### src/rtl/pot_bank_pkg.sv
package pot_bank_pkg;

    localparam int SLOTS = 4;
    localparam int ROWS  = 4;
    localparam logic [2:0] STATUS_ADDR = 3'd7;

    typedef logic [$clog2(SLOTS)-1:0] slot_t;

    typedef enum logic [1:0] {
        TGT_SLOT   = 2'd0,
        TGT_STATUS = 2'd1,
        TGT_NONE   = 2'd2
    } tgt_e;

    typedef struct packed {
        logic [1:0] row;
        logic       nv;
    } stat_t;

    function automatic tgt_e decode_target(input logic [2:0] low);
        if (low < 3'(SLOTS))          return TGT_SLOT;
        else if (low == STATUS_ADDR)  return TGT_STATUS;
        else                          return TGT_NONE;
    endfunction

    function automatic slot_t slot_next(input slot_t s);
        return slot_t'(s + 1'b1);
    endfunction

endpackage

### src/rtl/pot_bank_addr_ctl.sv
module pot_bank_addr_ctl
    import pot_bank_pkg::*;
(
    input  logic       clk,
    input  logic       rst,
    input  logic       load_i,
    input  logic [7:0] addr_byte_i,
    input  logic       step_i,
    output slot_t      slot_o,
    output tgt_e       tgt_o,
    output logic       block_o
);
    slot_t slot_q;
    tgt_e  tgt_q;
    logic  block_q;
    logic  upper_set;

    assign upper_set = |addr_byte_i[7:3];

    always_ff @(posedge clk) begin
        if (rst) begin
            slot_q  <= '0;
            tgt_q   <= TGT_SLOT;
            block_q <= 1'b0;
        end else if (load_i) begin
            block_q <= upper_set;
            if (!upper_set) begin
                tgt_q <= decode_target(addr_byte_i[2:0]);
                if (decode_target(addr_byte_i[2:0]) == TGT_SLOT)
                    slot_q <= slot_t'(addr_byte_i[1:0]);
            end
        end else if (step_i && tgt_q == TGT_SLOT) begin
            slot_q <= slot_next(slot_q);
        end
    end

    assign slot_o  = slot_q;
    assign tgt_o   = tgt_q;
    assign block_o = block_q;
endmodule

### src/rtl/pot_bank_nv_timer.sv
module pot_bank_nv_timer #(
    parameter int NV_CYCLES = 1000000
) (
    input  logic clk,
    input  logic rst,
    input  logic start_i,
    output logic busy_o
);
    localparam int CW = $clog2(NV_CYCLES + 1);

    logic [CW-1:0] cnt_q;

    always_ff @(posedge clk) begin
        if (rst)
            cnt_q <= '0;
        else if (start_i)
            cnt_q <= CW'(NV_CYCLES);
        else if (cnt_q != '0)
            cnt_q <= cnt_q - 1'b1;
    end

    assign busy_o = (cnt_q != '0);
endmodule

### src/rtl/pot_bank_stage.sv
module pot_bank_stage
    import pot_bank_pkg::*;
#(
    parameter int CODE_W = 8
) (
    input  logic                          clk,
    input  logic                          rst,
    input  logic                          clear_i,
    input  logic                          load_i,
    input  slot_t                         slot_i,
    input  logic [CODE_W-1:0]             data_i,
    output logic [SLOTS-1:0]              mask_o,
    output logic [SLOTS-1:0][CODE_W-1:0]  bytes_o
);
    for (genvar k = 0; k < SLOTS; k++) begin : g_slot
        logic              hit;
        logic              vld_q;
        logic [CODE_W-1:0] byte_q;

        assign hit = load_i && (slot_i == slot_t'(k));

        always_ff @(posedge clk) begin
            if (rst || clear_i)
                vld_q <= 1'b0;
            else if (hit)
                vld_q <= 1'b1;
        end

        always_ff @(posedge clk) begin
            if (hit)
                byte_q <= data_i;
        end

        assign mask_o[k]  = vld_q;
        assign bytes_o[k] = byte_q;
    end
endmodule

### src/rtl/pot_bank_mgr.sv
module pot_bank_mgr
    import pot_bank_pkg::*;
#(
    parameter int                CODE_W    = 8,
    parameter int                NV_CYCLES = 1000000,
    parameter logic [CODE_W-1:0] INIT_CODE = CODE_W'(8'h80)
) (
    input  logic                    clk,
    input  logic                    rst,
    input  logic                    nv_wr_en_i,
    input  logic                    addr_valid_i,
    input  logic [7:0]              addr_byte_i,
    input  logic                    wr_valid_i,
    input  logic [CODE_W-1:0]       wr_data_i,
    input  logic                    rd_req_i,
    input  logic                    stop_i,
    output logic                    rd_valid_o,
    output logic [CODE_W-1:0]       rd_data_o,
    output logic [SLOTS*CODE_W-1:0] wipers_o,
    output logic                    busy_o
);
    localparam int PAD_W = CODE_W - $bits(stat_t);

    slot_t                        slot;
    tgt_e                         tgt;
    logic                         blocked;
    logic                         busy;
    logic [SLOTS-1:0]             st_mask;
    logic [SLOTS-1:0][CODE_W-1:0] st_bytes;

    stat_t                        stat_q;
    logic [SLOTS-1:0][CODE_W-1:0] wip_q;
    logic [SLOTS-1:0][CODE_W-1:0] store_q [ROWS] = '{default: {SLOTS{INIT_CODE}}};
    logic                         rd_valid_q;
    logic [CODE_W-1:0]            rd_data_q;

    logic addr_ev, wr_ev, rd_ev, stop_ev;
    logic wr_slot, wr_stat, dr_wr, wcr_wr, rd_slot, commit;

    assign addr_ev = addr_valid_i && !busy;
    assign wr_ev   = wr_valid_i   && !busy && !blocked;
    assign rd_ev   = rd_req_i     && !busy;
    assign stop_ev = stop_i       && !busy;

    assign wr_slot = wr_ev && (tgt == TGT_SLOT);
    assign wr_stat = wr_ev && (tgt == TGT_STATUS);
    assign dr_wr   = wr_slot &&  stat_q.nv;
    assign wcr_wr  = wr_slot && !stat_q.nv;
    assign rd_slot = rd_ev && (tgt == TGT_SLOT);
    assign commit  = stop_ev && (|st_mask) && nv_wr_en_i;

    pot_bank_addr_ctl u_addr (
        .clk         (clk),
        .rst         (rst),
        .load_i      (addr_ev),
        .addr_byte_i (addr_byte_i),
        .step_i      (wr_slot || rd_slot),
        .slot_o      (slot),
        .tgt_o       (tgt),
        .block_o     (blocked)
    );

    pot_bank_stage #(.CODE_W(CODE_W)) u_stage (
        .clk     (clk),
        .rst     (rst),
        .clear_i (addr_ev || stop_ev),
        .load_i  (dr_wr),
        .slot_i  (slot),
        .data_i  (wr_data_i),
        .mask_o  (st_mask),
        .bytes_o (st_bytes)
    );

    pot_bank_nv_timer #(.NV_CYCLES(NV_CYCLES)) u_timer (
        .clk     (clk),
        .rst     (rst),
        .start_i (commit),
        .busy_o  (busy)
    );

    // Storage: not reset, committed only at a permitted STOP.
    always_ff @(posedge clk) begin
        if (!rst && commit) begin
            for (int k = 0; k < SLOTS; k++) begin
                if (st_mask[k])
                    store_q[stat_q.row][k] <= st_bytes[k];
            end
        end
    end

    // Status register and wiper registers.
    always_ff @(posedge clk) begin
        if (rst) begin
            stat_q <= '0;
            for (int k = 0; k < SLOTS; k++)
                wip_q[k] <= store_q[0][k];
        end else begin
            if (wr_stat) begin
                stat_q <= stat_t'(wr_data_i[2:0]);
                if (wr_data_i[0]) begin
                    for (int k = 0; k < SLOTS; k++)
                        wip_q[k] <= store_q[wr_data_i[2:1]][k];
                end
            end
            if (wcr_wr)
                wip_q[slot] <= wr_data_i;
            if (dr_wr) begin
                for (int k = 0; k < SLOTS; k++) begin
                    if (slot == slot_t'(k))
                        wip_q[k] <= wr_data_i;
                    else if (st_mask[k])
                        wip_q[k] <= st_bytes[k];
                    else
                        wip_q[k] <= store_q[stat_q.row][k];
                end
            end
            if (rd_slot && stat_q.nv) begin
                for (int k = 0; k < SLOTS; k++)
                    wip_q[k] <= store_q[stat_q.row][k];
            end
        end
    end

    // Read path.
    always_ff @(posedge clk) begin
        if (rst) begin
            rd_valid_q <= 1'b0;
            rd_data_q  <= '0;
        end else begin
            rd_valid_q <= rd_ev;
            if (rd_ev) begin
                unique case (tgt)
                    TGT_SLOT:   rd_data_q <= stat_q.nv ? store_q[stat_q.row][slot] : wip_q[slot];
                    TGT_STATUS: rd_data_q <= {{PAD_W{1'b0}}, stat_q};
                    default:    rd_data_q <= '0;
                endcase
            end
        end
    end

    assign wipers_o   = wip_q;
    assign busy_o     = busy;
    assign rd_valid_o = rd_valid_q;
    assign rd_data_o  = rd_data_q;
endmodule

### config.mk
export PLATFORM = sky130hd
export DESIGN_NAME = pot_bank_mgr
export DESIGN_NICKNAME = d
export VERILOG_FILES = /design/src/rtl/pot_bank_pkg.sv /design/src/rtl/pot_bank_addr_ctl.sv /design/src/rtl/pot_bank_nv_timer.sv /design/src/rtl/pot_bank_stage.sv /design/src/rtl/pot_bank_mgr.sv
export SDC_FILE = /design/constraint.sdc
export NUM_CORES = 1
export LEC_CHECK = 0
export BUFFER_PORTS_ARGS = -buffer_cell sky130_fd_sc_hd__buf_2
export CELL_PAD_IN_SITES_DETAIL_PLACEMENT = 1
export CELL_PAD_IN_SITES_GLOBAL_PLACEMENT = 1
export CORE_MARGIN = 2
export CORE_UTILIZATION = 35
export CTS_BUF_LIST = sky130_fd_sc_hd__clkbuf_4 sky130_fd_sc_hd__clkbuf_8
export DETAILED_ROUTE_END_ITERATION = 12
export PLACE_DENSITY = 0.61
export SLEW_MARGIN = 5
export SYNTH_ARGS = -nofsm -noshare
export SYNTH_HDL_FRONTEND = slang
export SYNTH_SLANG_ARGS = --single-unit
### constraint.sdc
create_clock -name clk -period 2.8 [get_ports clk]
set_input_delay 0.14 -clock clk [delete_from_list [all_inputs] [get_ports clk]]
set_output_delay 0.14 -clock clk [all_outputs]
set_load 0.005 [all_outputs]
==> flow_summary.yaml, run 1 <==
route:
  drt_iter0_markers: 919
  drcViolationCount: 0
  viasPerCell: 6.18
  wl_per_cell_um: 28.5
  num_vias: 10800
  final_antenna_net_count: 0
  routed_wl_um: 49800
  firstDrtPassIters: 5
floorplan:
  die_h_um: 197
  die_w_um: 197
  num_io_pins: 65
  num_rows: 70
  initial_core_util: 0.355
  core_sq_um: 36600
  die-area_sq_um: 38700
hold_path:
  min_path_type: "input pin to flip-flop"
worst_setup_path:
  cp_slowest_cell: "nor3_1"
  path_delay_family: "simple AND/OR/NAND/NOR gates"
  path_buf_inv: 3
  cp_cell_sequence: "inv_1 > ha_1 > nor4b_2 > nand3_2 > nor3_1 > buf_4 > and3_1 > buf_4"
  crit_top_cell: "buf_4"
  crit_fanout: 8
  critical_path_arrival_ns: 2.91
  criticalPathCategory: "flip-flop to flip-flop"
  cp.required_ns: 3.09
  critPathLaunchType: "flip-flop"
  critPathMaxStageDelay_ns: 0.56
  critPathCaptureType: "flip-flop"
run_status:
  status: "finished clean"
yosys:
  syn_nets: 1162
  ys_seq_area_frac: 0.485
  avgSynthCellArea_sq_um: 11.5
  ys_ff_latch: 235
  synth-main-ff-cell: "edfxtp_1"
  yosysWarningCount: 0
  synth_edf_count: 160
  syn_inst: 1133
  syn_area_sq_um: 13000
  synth.distinct_cells: 58
  async_flop_share: 0
place:
  gp_congestion: 0.854
  placed_cells_incl_taps: 1653
  dpl.hpwl_um: 34900
  place_ws_ns: 0.217
  portBuffers: 64
layout:
  syn2layout_area_growth_pct: 18.2
  nFillCells: 3943
  layout_commonest_cell: "edfxtp_1"
  multi_input_area_sq_um: 6260
  final_layout_size_suffix_gt1_frac: 0.313
  diodes: 0
  layout.nets: 1273
  register_area_sq_um: 6310
  fin_cells: 1747
  finish.utilization: 0.420
  final_cell_mix: "edfxtp_1, nand2_1, buf_4"
timing:
  max_freq_ghz: 0.380
  min_period_ns: 2.63
  slew_violations: 0
  final.setup.worst_slack_ns: 0.172
  tightest_slew_ns: 0.833
  finalSetupTns_ns: 0
  finalSetupViolCount: 0
  fin_skew_ns: 0.0471
  rsz0062_at_grt: "false"
  timing.slew.headroom: 0.445
  hold_viol_final: 0
  min_period_over_period: 0.939
power:
  p_leak_uw: 0.00543
  p_total_uw: 12000
  cellPowerDensity_nw_per_um2: 782
  vdd_ir_drop_max_v: 0.000516
cts:
  clk_pin_slew_ns: 0.06
  postCtsSetupBuffers: 0
  clk_latency_ns: 0.62
  clock-sinks: 235
  cts_tree: "built"
  cts.path.max_buffers: 3
  cts_root_buf: "clkbuf_8"
  cts_buffers: 45
  htreeDepth: 2
global_routing:
  gr-total-overflow: 0
  use_met2: 0.408
  grt_pass1_vias: 11300
  grt-busiest-layer: "met2"
  grt_pass1_wl_um: 74500
  antenna_found_initial: 0
  groute.layer.met1.usage: 0.353
  grt_max_degree: 41
  grt_use_total: 0.261
  use_met3: 0.0532
job:
  cap_violations: 0
==> sequential cells by signal, summed over array words and instances, names as in the netlist, named ones only <==
name	flops
u_addr.block_o	1
stat_q	3
rd_valid_o	1
u_stage.g_slot.vld_q	4
u_timer.cnt_q	20
u_stage.g_slot.byte_q	32
rd_data_o	8
u_addr.slot_o	2
store_q	128
u_addr.tgt_o	2
wipers_o	32
==> Yosys cell counts (all sizes together) (25+ instances only) <==
cell type    n  area (sq um)
o2bb2ai     32           280
a22oi       60           450
a21oi       59           295
nand4       39           244
o31ai       34           255
o211ai      65           488
mux4        50          1130
dfxtp       75          1500
edfxtp     160          4800
a211oi      25           188
nand2       97           364
buf         35           158
nor2        69           262
mux2        86           968
clkbuf      70           263
==> metrics by stage <==
step | hold WS [ns] | area, sq um
after global routing | 0.0340 | 15400
after detailed placement | 0.443 | 14300
after global placement | 0.444 | 14300
after CTS | 0.00202 | 15400
after floorplan | 0.239 | 13000
final | 0.0483 | 15400
==> final cells by class <==
type / instances / area share
clock buffer: 59 / 0.0492
sequential: 235 / 0.411
timing repair buffer: 169 / 0.0782
tap: 468 / 0.0381
clock inverter: 23 / 0.0138
inverter: 9 / 0.00220
multi-input combinational: 784 / 0.408
==> worst min-delay path, stage by stage <==
cell and delay, ns:
buf_2 0.07, or4_1 0.10, or3_4 0.13, o21ai_0 0.08
a21oi_1 0.12
==> timing repair <==
action,CTS,global route
hold endpoints to repair,15,0
hold buffers,12,0
resized for setup,0,1
endpoints found under the setup margin,0,8
==> logic make-up after synthesis <==
| logic type | Yosys count | share of synthesized area |
|---|---|---|
| buffers and inverters | 114 | 0.0349 |
| AND/OR/NAND/NOR | 288 | 0.110 |
| adder cells (fa/ha/maj) | 6 | 0.00578 |
| flip-flops | 235 | 0.485 |
| multiplexers | 151 | 0.173 |
| AO/OA/AOI/OAI | 326 | 0.182 |
| XOR/XNOR | 13 | 0.00876 |
==> power breakdown <==
part	switching, uW	internal [uW]	total [uW]
sequential	260	3880	4140
clock	1600	2140	3730
combinational	2790	1350	4140
==> worst paths after layout <==
path | from | endpoint | cells after the start | slack (ns)
worst max register to register | u_timer.cnt_q[0] | u_stage.g_slot[2].byte_q[4] | 8 | 0.17
worst min register to register | rd_data_o[5] | rd_data_o[5] | 1 | 0.47
worst max-delay path | u_timer.cnt_q[0] | u_stage.g_slot[2].byte_q[4] | 8 | 0.17
worst min-delay path | addr_byte_i[5] | u_addr.tgt_o[1] | 5 | 0.05
==> routing by layer <==
layer	wire, um	share of wire
met1	21900	0.44
met2	22600	0.45
met3	3550	0.071
met4	1830	0.037
met5	0	0
Power figures use the tool's default switching activity.
==> run 2: changes to the inputs <==
--- a/config.mk
+++ b/config.mk
@@ -5,15 +5,16 @@
 export SDC_FILE = /design/constraint.sdc
 export NUM_CORES = 1
 export LEC_CHECK = 0
-export BUFFER_PORTS_ARGS = -buffer_cell sky130_fd_sc_hd__buf_2
+export BUFFER_PORTS_ARGS = -buffer_cell sky130_fd_sc_hd__buf_4
 export CELL_PAD_IN_SITES_DETAIL_PLACEMENT = 1
 export CELL_PAD_IN_SITES_GLOBAL_PLACEMENT = 1
 export CORE_MARGIN = 2
 export CORE_UTILIZATION = 35
 export CTS_BUF_LIST = sky130_fd_sc_hd__clkbuf_4 sky130_fd_sc_hd__clkbuf_8
 export DETAILED_ROUTE_END_ITERATION = 12
-export PLACE_DENSITY = 0.61
+export PLACE_DENSITY = 0.6
 export SLEW_MARGIN = 5
 export SYNTH_ARGS = -nofsm -noshare
 export SYNTH_HDL_FRONTEND = slang
+export SYNTH_HIERARCHICAL = 1
 export SYNTH_SLANG_ARGS = --single-unit
==> run 2 against run 1 <==
  * The flow now finishes with violations (negative setup slack)
  * Largest power group is now combinational cells
  * Global-route usage is 1.3 points lower
  * Die area is 7.1% lower
  * First-iteration DRC count is 11% lower
==> flow_summary.yaml, run 2 <==
cts:
  cts_tree: "built"
  cts_buffers: 43
  htreeDepth: 2
  clock-sinks: 235
  cts_root_buf: "clkbuf_8"
  clk_latency_ns: 0.56
  clk_pin_slew_ns: 0.06
  cts.path.max_buffers: 3
route:
  drcViolationCount: 0
  viasPerCell: 6.03
  wl_per_cell_um: 28.5
  drt_iter0_markers: 815
  num_vias: 9748
  routed_wl_um: 46000
  firstDrtPassIters: 5
  final_antenna_net_count: 0
floorplan:
  num_rows: 67
  num_io_pins: 65
  die_w_um: 190
  core_sq_um: 33700
  die_h_um: 190
  initial_core_util: 0.358
  die-area_sq_um: 35900
yosys:
  netlist.area_leader.share: 0.399
  syn_area_sq_um: 12100
  syn_nets: 1004
  synth-main-ff-cell: "edfxtp_1"
  synth_xor_area_frac: 0
  synthTopCellsByCount: "edfxtp_1, dfxtp_1, mux4_2"
  ys_ff_latch: 235
  async_flop_share: 0
  synth_most_common_cell: "edfxtp_1"
  yosysTopAreaCell: "edfxtp_1"
  synth.distinct_cells: 63
  yosysWarningCount: 6
  yosys.area_share.simple: 0.138
  synthAdderAreaFrac: 0.00104
  syn_inst: 980
  synth_top_family_by_area: "compound AO/OA/AOI/OAI gates"
  synth-compound-area-share: 0.159
  muxShareOfSynthArea: 0.144
  synth_edf_count: 160
  ys_top_cells_by_area: "edfxtp_1, mux4_2, dfxtp_1"
  ys_seq_area_frac: 0.523
  avgSynthCellArea_sq_um: 12.3
place:
  dpl.hpwl_um: 29500
  placedInstanceArea_sq_um: 14000
  gp_congestion: 0.861
  place_ws_ns: -0.217
  portBuffers: 64
global_routing:
  grt_max_degree: 42
  grt_pass1_vias: 10000
  antenna_found_initial: 2
  gr-total-overflow: 0
  grt_pass1_wl_um: 65500
  grt_use_total: 0.248
timing:
  finalSetupTns_ns: -2.90
  min_period_ns: 2.88
  fin_skew_ns: 0.0271
  rsz0062_at_grt: "true"
  finalSetupViolCount: 65
  min_period_over_period: 1.03
  timing.slew.headroom: 0.496
  max_freq_ghz: 0.347
  final.setup.worst_slack_ns: -0.0841
  hold_viol_final: 0
  tightest_slew_ns: 0.753
  slew_violations: 0
power:
  p_leak_uw: 0.00530
  seqPwrFrac: 0.340
  cellPowerDensity_nw_per_um2: 793
  p_sw_uw: 4360
  p_sw_frac: 0.352
  clockPowerShare: 0.275
  p_total_uw: 12400
  internal_power_uw: 8030
  vdd_ir_drop_max_v: 0.000553
  comb_power_share: 0.384
run_status:
  status: "finished with violations"
  violations: "negative setup slack"
worst_setup_path:
  critPathCaptureType: "flip-flop"
  criticalPathCategory: "flip-flop to flip-flop"
  critPathLaunchType: "flip-flop"
  crit_fanout: 4
  cp.required_ns: 3.22
  critical_path_arrival_ns: 3.30
layout:
  layout_commonest_cell: "edfxtp_1"
  nFillCells: 3482
  fin_area_sq_um: 15600
  finish.utilization: 0.464
  final_layout_size_suffix_gt1_frac: 0.350
  layout.nets: 1158
  regMostFlops: "store_q"
  final_cell_mix: "edfxtp_1, buf_4, mux4_2"
  largest_reg_flops: 128
  syn2layout_area_growth_pct: 29.7
job:
  cap_violations: 0
hold_path:
  min_path_type: "input pin to flip-flop"
==> run 2: cell types whose count changed in the layout (fill, tap and decap cells not counted), moves of 25 or more <==
| cell | previous run | this run |
|---|---|---|
| a22oi_1 | 60 | 14 |
| nand2b_1 | 4 | 31 |
| nand4_1 | 39 | 4 |
| buf_12 | 5 | 30 |
| mux2_2 | 86 | 1 |
| a31oi_1 | 1 | 39 |
| buf_2 | 64 | 0 |
| o31ai_1 | 34 | 5 |
| nand2_1 | 97 | 31 |
| buf_4 | 88 | 131 |
| o32ai_1 | 0 | 27 |
| o22ai_1 | 0 | 30 |
| o211ai_1 | 65 | 2 |
==> run 2: worst paths after layout <==
| kind | from | to | slack (ns) | cells after the start |
|---|---|---|---|---|
| worst min register to register | u_timer/cnt_q[6] | u_timer/cnt_q[6] | 0.50 | 2 |
| worst max register to register | u_timer/cnt_q[10] | u_addr/slot_o[0] | -0.08 | 9 |
| worst min-delay path | rd_req_i | rd_valid_o | 0.06 | 4 |
| worst max-delay path | u_timer/cnt_q[10] | u_addr/slot_o[0] | -0.08 | 9 |
==> run 2: what timing repair did <==
action,in CTS,in global routing
pin swaps,17,59
hold buffers,12,0
setup endpoints to repair,96,207
endpoints found under the hold margin,30,0
gates cloned,0,9
setup buffers,3,9
resized for setup,26,50
==> run 2: area by class of cell <==
class,count,area [sq um],area share
Timing Repair Buffer,200,2090,0.134
Sequential cell,235,6310,0.404
Inverter,12,50.0,0.00320
Multi-Input combinational cell,642,5730,0.367
Tap cell,448,561,0.0359
Antenna cell,1,2.50,0.000160
Clock inverter,22,175,0.0112
Clock buffer,56,708,0.0453
==> run 2: critical path, stage by stage (launching register included) <==
cell	delay, ns
dfxtp_2	0.32
or4_4	0.55
nor4_4	0.30
nand3_4	0.14
buf_6	0.16
nor2b_4	0.10
or4b_4	0.49
o41ai_4	0.36
mux2i_1	0.24
a21oi_1	0.08
==> run 2: logic make-up after synthesis <==
group / Yosys count
AND/OR/NAND/NOR: 288
AO/OA/AOI/OAI: 271
flip-flops: 235
buffers and inverters: 103
multiplexers: 82
adder cells (fa/ha/maj): 1
==> run 2: stage by stage <==
stage / std cells / hold WS (ns)
after floorplan: 980 / 0.209
after global placement: 1504 / 0.432
after detailed placement: 1504 / 0.447
after CTS: 1597 / 0.0354
after global routing: 1615 / 0.0749
final: 1616 / 0.0612
==> run 2: power groups by stage <==
stage | Combinational (uW) | Clock, uW | Sequential, uW
after floorplan | 2510 | 0 | 4160
after global placement | 3960 | 0 | 4280
after detailed placement | 4030 | 0 | 4280
after CTS | 4250 | 3470 | 4210
after global routing | 5100 | 3640 | 4240
final | 4760 | 3410 | 4220
==> run 2: metal layers <==
| layer | vias to the layer above | wire length, um | track usage |
|---|---|---|---|
| li1 | 4285 | - | - |
| met1 | 5024 | 19900 | 0.337 |
| met2 | 363 | 21900 | 0.403 |
| met3 | 76 | 3110 | 0.0448 |
| met4 | 0 | 1130 | 0.0766 |
| met5 | - | 0 | 0 |
==> run 3: changes to the inputs <==
--- a/config.mk
+++ b/config.mk
@@ -13,6 +13,7 @@
 export CTS_BUF_LIST = sky130_fd_sc_hd__clkbuf_4 sky130_fd_sc_hd__clkbuf_8
 export DETAILED_ROUTE_END_ITERATION = 12
 export PLACE_DENSITY = 0.6
+export RECOVER_POWER = 100
 export SLEW_MARGIN = 5
 export SYNTH_ARGS = -nofsm -noshare
 export SYNTH_HDL_FRONTEND = slang
==> constraint.sdc (replaced) <==
create_clock -name clk -period 2.8 [get_ports clk]
set_input_delay 0.84 -clock clk [delete_from_list [all_inputs] [get_ports clk]]
set_output_delay 0.84 -clock clk [all_outputs]
set_load 0.005 [all_outputs]
==> run 3 against run 2 <==
  * The flow still finishes with violations (negative setup slack)
  * Core utilization shrank 1.2 points
  * Critical endpoint is now busy_o
  * Via count decreased by 0.40%
  * Non-clock buffer count is 15 lower
  * Clock-buffer cell count grew 10
  * Combinational power decreased by 4.8%
  * Largest power group unchanged
  * Largest cell class unchanged
  * Flip-flop and latch count unchanged
  * Sequential power up 0.9%
==> flow_summary.yaml, run 3 (same netlist as run 2, synthesis figures left out) <==
power:
  vdd_ir_drop_max_v: 0.000677
  cellPowerDensity_nw_per_um2: 802
  p_leak_uw: 0.00518
global_routing:
  antenna_found_initial: 2
  gr-total-overflow: 0
  grt_pass1_vias: 9887
  grt_max_degree: 40
  grt_pass1_wl_um: 66000
  grt_use_total: 0.249
hold_path:
  hp-start: "u_timer/cnt_q[16]"
  min_path_type: "flip-flop to flip-flop"
  hold_depth: 2
  min_to: "u_timer/cnt_q[16]"
worst_setup_path:
  criticalPathCategory: "flip-flop to primary output"
  cp.required_ns: 1.96
  cp_slowest_cell: "or4b_4"
  timing.rr.end: "u_addr/slot_o[0]"
  path_delay_family: "simple AND/OR/NAND/NOR gates"
  r2r_start: "u_timer/cnt_q[1]"
  critical_path_arrival_ns: 2.08
  critPathMaxStageDelay_ns: 0.48
  crit_fanout: 3
  critPathLaunchType: "flip-flop"
  worstRegToRegCells: 11
  rrSetupSlack_ns: -0.02
  path_buf_inv: 3
  crit_top_cell: "buf_6"
  cp_cell_sequence: "inv_2 > ha_4 > or4b_4 > nor2_4 > nand3_4 > buf_6 > buf_6"
  critPathCaptureType: "primary output"
layout:
  diodes: 0
  largest_reg_flops: 128
  syn2layout_area_growth_pct: 26.2
  layout.nets: 1144
  layout_commonest_cell: "edfxtp_1"
  final_layout_size_suffix_gt1_frac: 0.333
  regMostFlops: "store_q"
  fin_cells: 1601
  final_cell_mix: "edfxtp_1, buf_4, mux4_2"
  fin_area_sq_um: 15200
floorplan:
  die-area_sq_um: 35900
  die_h_um: 190
  die_w_um: 190
  num_rows: 67
  initial_core_util: 0.358
  core_sq_um: 33700
  num_io_pins: 65
timing:
  fin_skew_ns: 0.0237
  rsz0062_at_grt: "true"
  tightest_slew_ns: 1.15
  final.setup.worst_slack_ns: -0.125
  slew_violations: 0
  max_freq_ghz: 0.342
  min_period_over_period: 1.04
  finalSetupViolCount: 6
  hold_viol_final: 0
  timing.slew.headroom: 0.232
  min_period_ns: 2.92
route:
  firstDrtPassIters: 5
  wl_per_cell_um: 28.5
  final_antenna_net_count: 0
  drcViolationCount: 0
  viasPerCell: 6.06
  routed_wl_um: 45700
  drt_iter0_markers: 886
  num_vias: 9709
cts:
  cts_root_buf: "clkbuf_8"
  cts.path.max_buffers: 3
  clk_pin_slew_ns: 0.06
  clock-sinks: 235
  cts_tree: "built"
  htreeDepth: 2
  clk_latency_ns: 0.57
  ctsHoldBuffers: 0
  cts_buffers: 44
place:
  placedInstanceArea_sq_um: 14000
  gp_congestion: 0.822
  placed_cells_incl_taps: 1507
  dpl.hpwl_um: 29800
  portBuffers: 64
run_status:
  status: "finished with violations"
  violations: "negative setup slack"
job:
  cap_violations: 0
[run 3: repair_timing]
action                                  in CTS  in global routing
pin swaps                                    4                 36
setup buffers                                2                  7
resized for setup                           11                 32
hold endpoints to repair                     0                  0
endpoints found under the setup margin      16                 42
gates cloned                                 0                  6
[run 3: layer usage]
layer / part of all wire / vias up / GRT usage
li1: - / 4242 / -
met1: 0.43 / 5006 / 0.346
met2: 0.47 / 372 / 0.407
met3: 0.070 / 87 / 0.0367
met4: 0.025 / 2 / 0.0692
met5: 0.00028 / - / 0
[run 3: worst reg2reg max path, delay by kind of cell (launching register included)]
family	cells	cell delay, ns
AOI/OAI and AO/OA	2	0.43
adders and majority gates	1	0.14
buffers and inverters	2	0.24
DFF	1	0.33
muxes	1	0.24
and+or+nand+nor	5	1.32
[run 3: power by group]
| part | switching (uW) | internal, uW | leakage (uW) |
|---|---|---|---|
| clock network | 1460 | 1950 | 0.000473 |
| logic | 2480 | 2050 | 0.00265 |
| registers | 350 | 3910 | 0.00206 |
| total | 4290 | 7910 | 0.00518 |
[run 3: final cells by class]
type / instances / area (sq um)
clock buffer: 66 / 777
clock inverter: 13 / 105
fill: 3548 / 18500
inverter: 12 / 45.0
multi-input combinational: 642 / 5650
sequential: 235 / 6310
tap: 448 / 561
timing repair buffer: 185 / 1760
[run 3: metrics by stage]
step | setup WS [ns] | util | hold WS [ns] | TNS (ns) | total power, uW
final | -0.125 | 0.451 | 0.503 | -0.199 | 12200
after global routing | -0.189 | 0.451 | 0.527 | -3.88 | 12800
after CTS | -0.124 | 0.444 | 0.502 | -0.160 | 11800
after detailed placement | -0.110 | 0.416 | 0.491 | -0.353 | 8250
after global placement | -0.0571 | 0.416 | 0.482 | -0.130 | 8200
after floorplan | -0.364 | - | 0.439 | -6.02 | 6670
[run 3: how the worst max path moves through the flow]
stage               slack [ns]  cells past startpoint               end        startpoint
detailed placement       -0.11                      9  u_addr/slot_o[0]  u_timer/cnt_q[9]
global placement         -0.06                      9  u_addr/slot_o[1]  u_timer/cnt_q[9]
finish                   -0.12                      7            busy_o  u_timer/cnt_q[1]
floorplan                -0.36                     13  u_addr/slot_o[0]  u_timer/cnt_q[8]
global route             -0.19                      7            busy_o  u_timer/cnt_q[1]
CTS                      -0.12                      7            busy_o  u_timer/cnt_q[1]
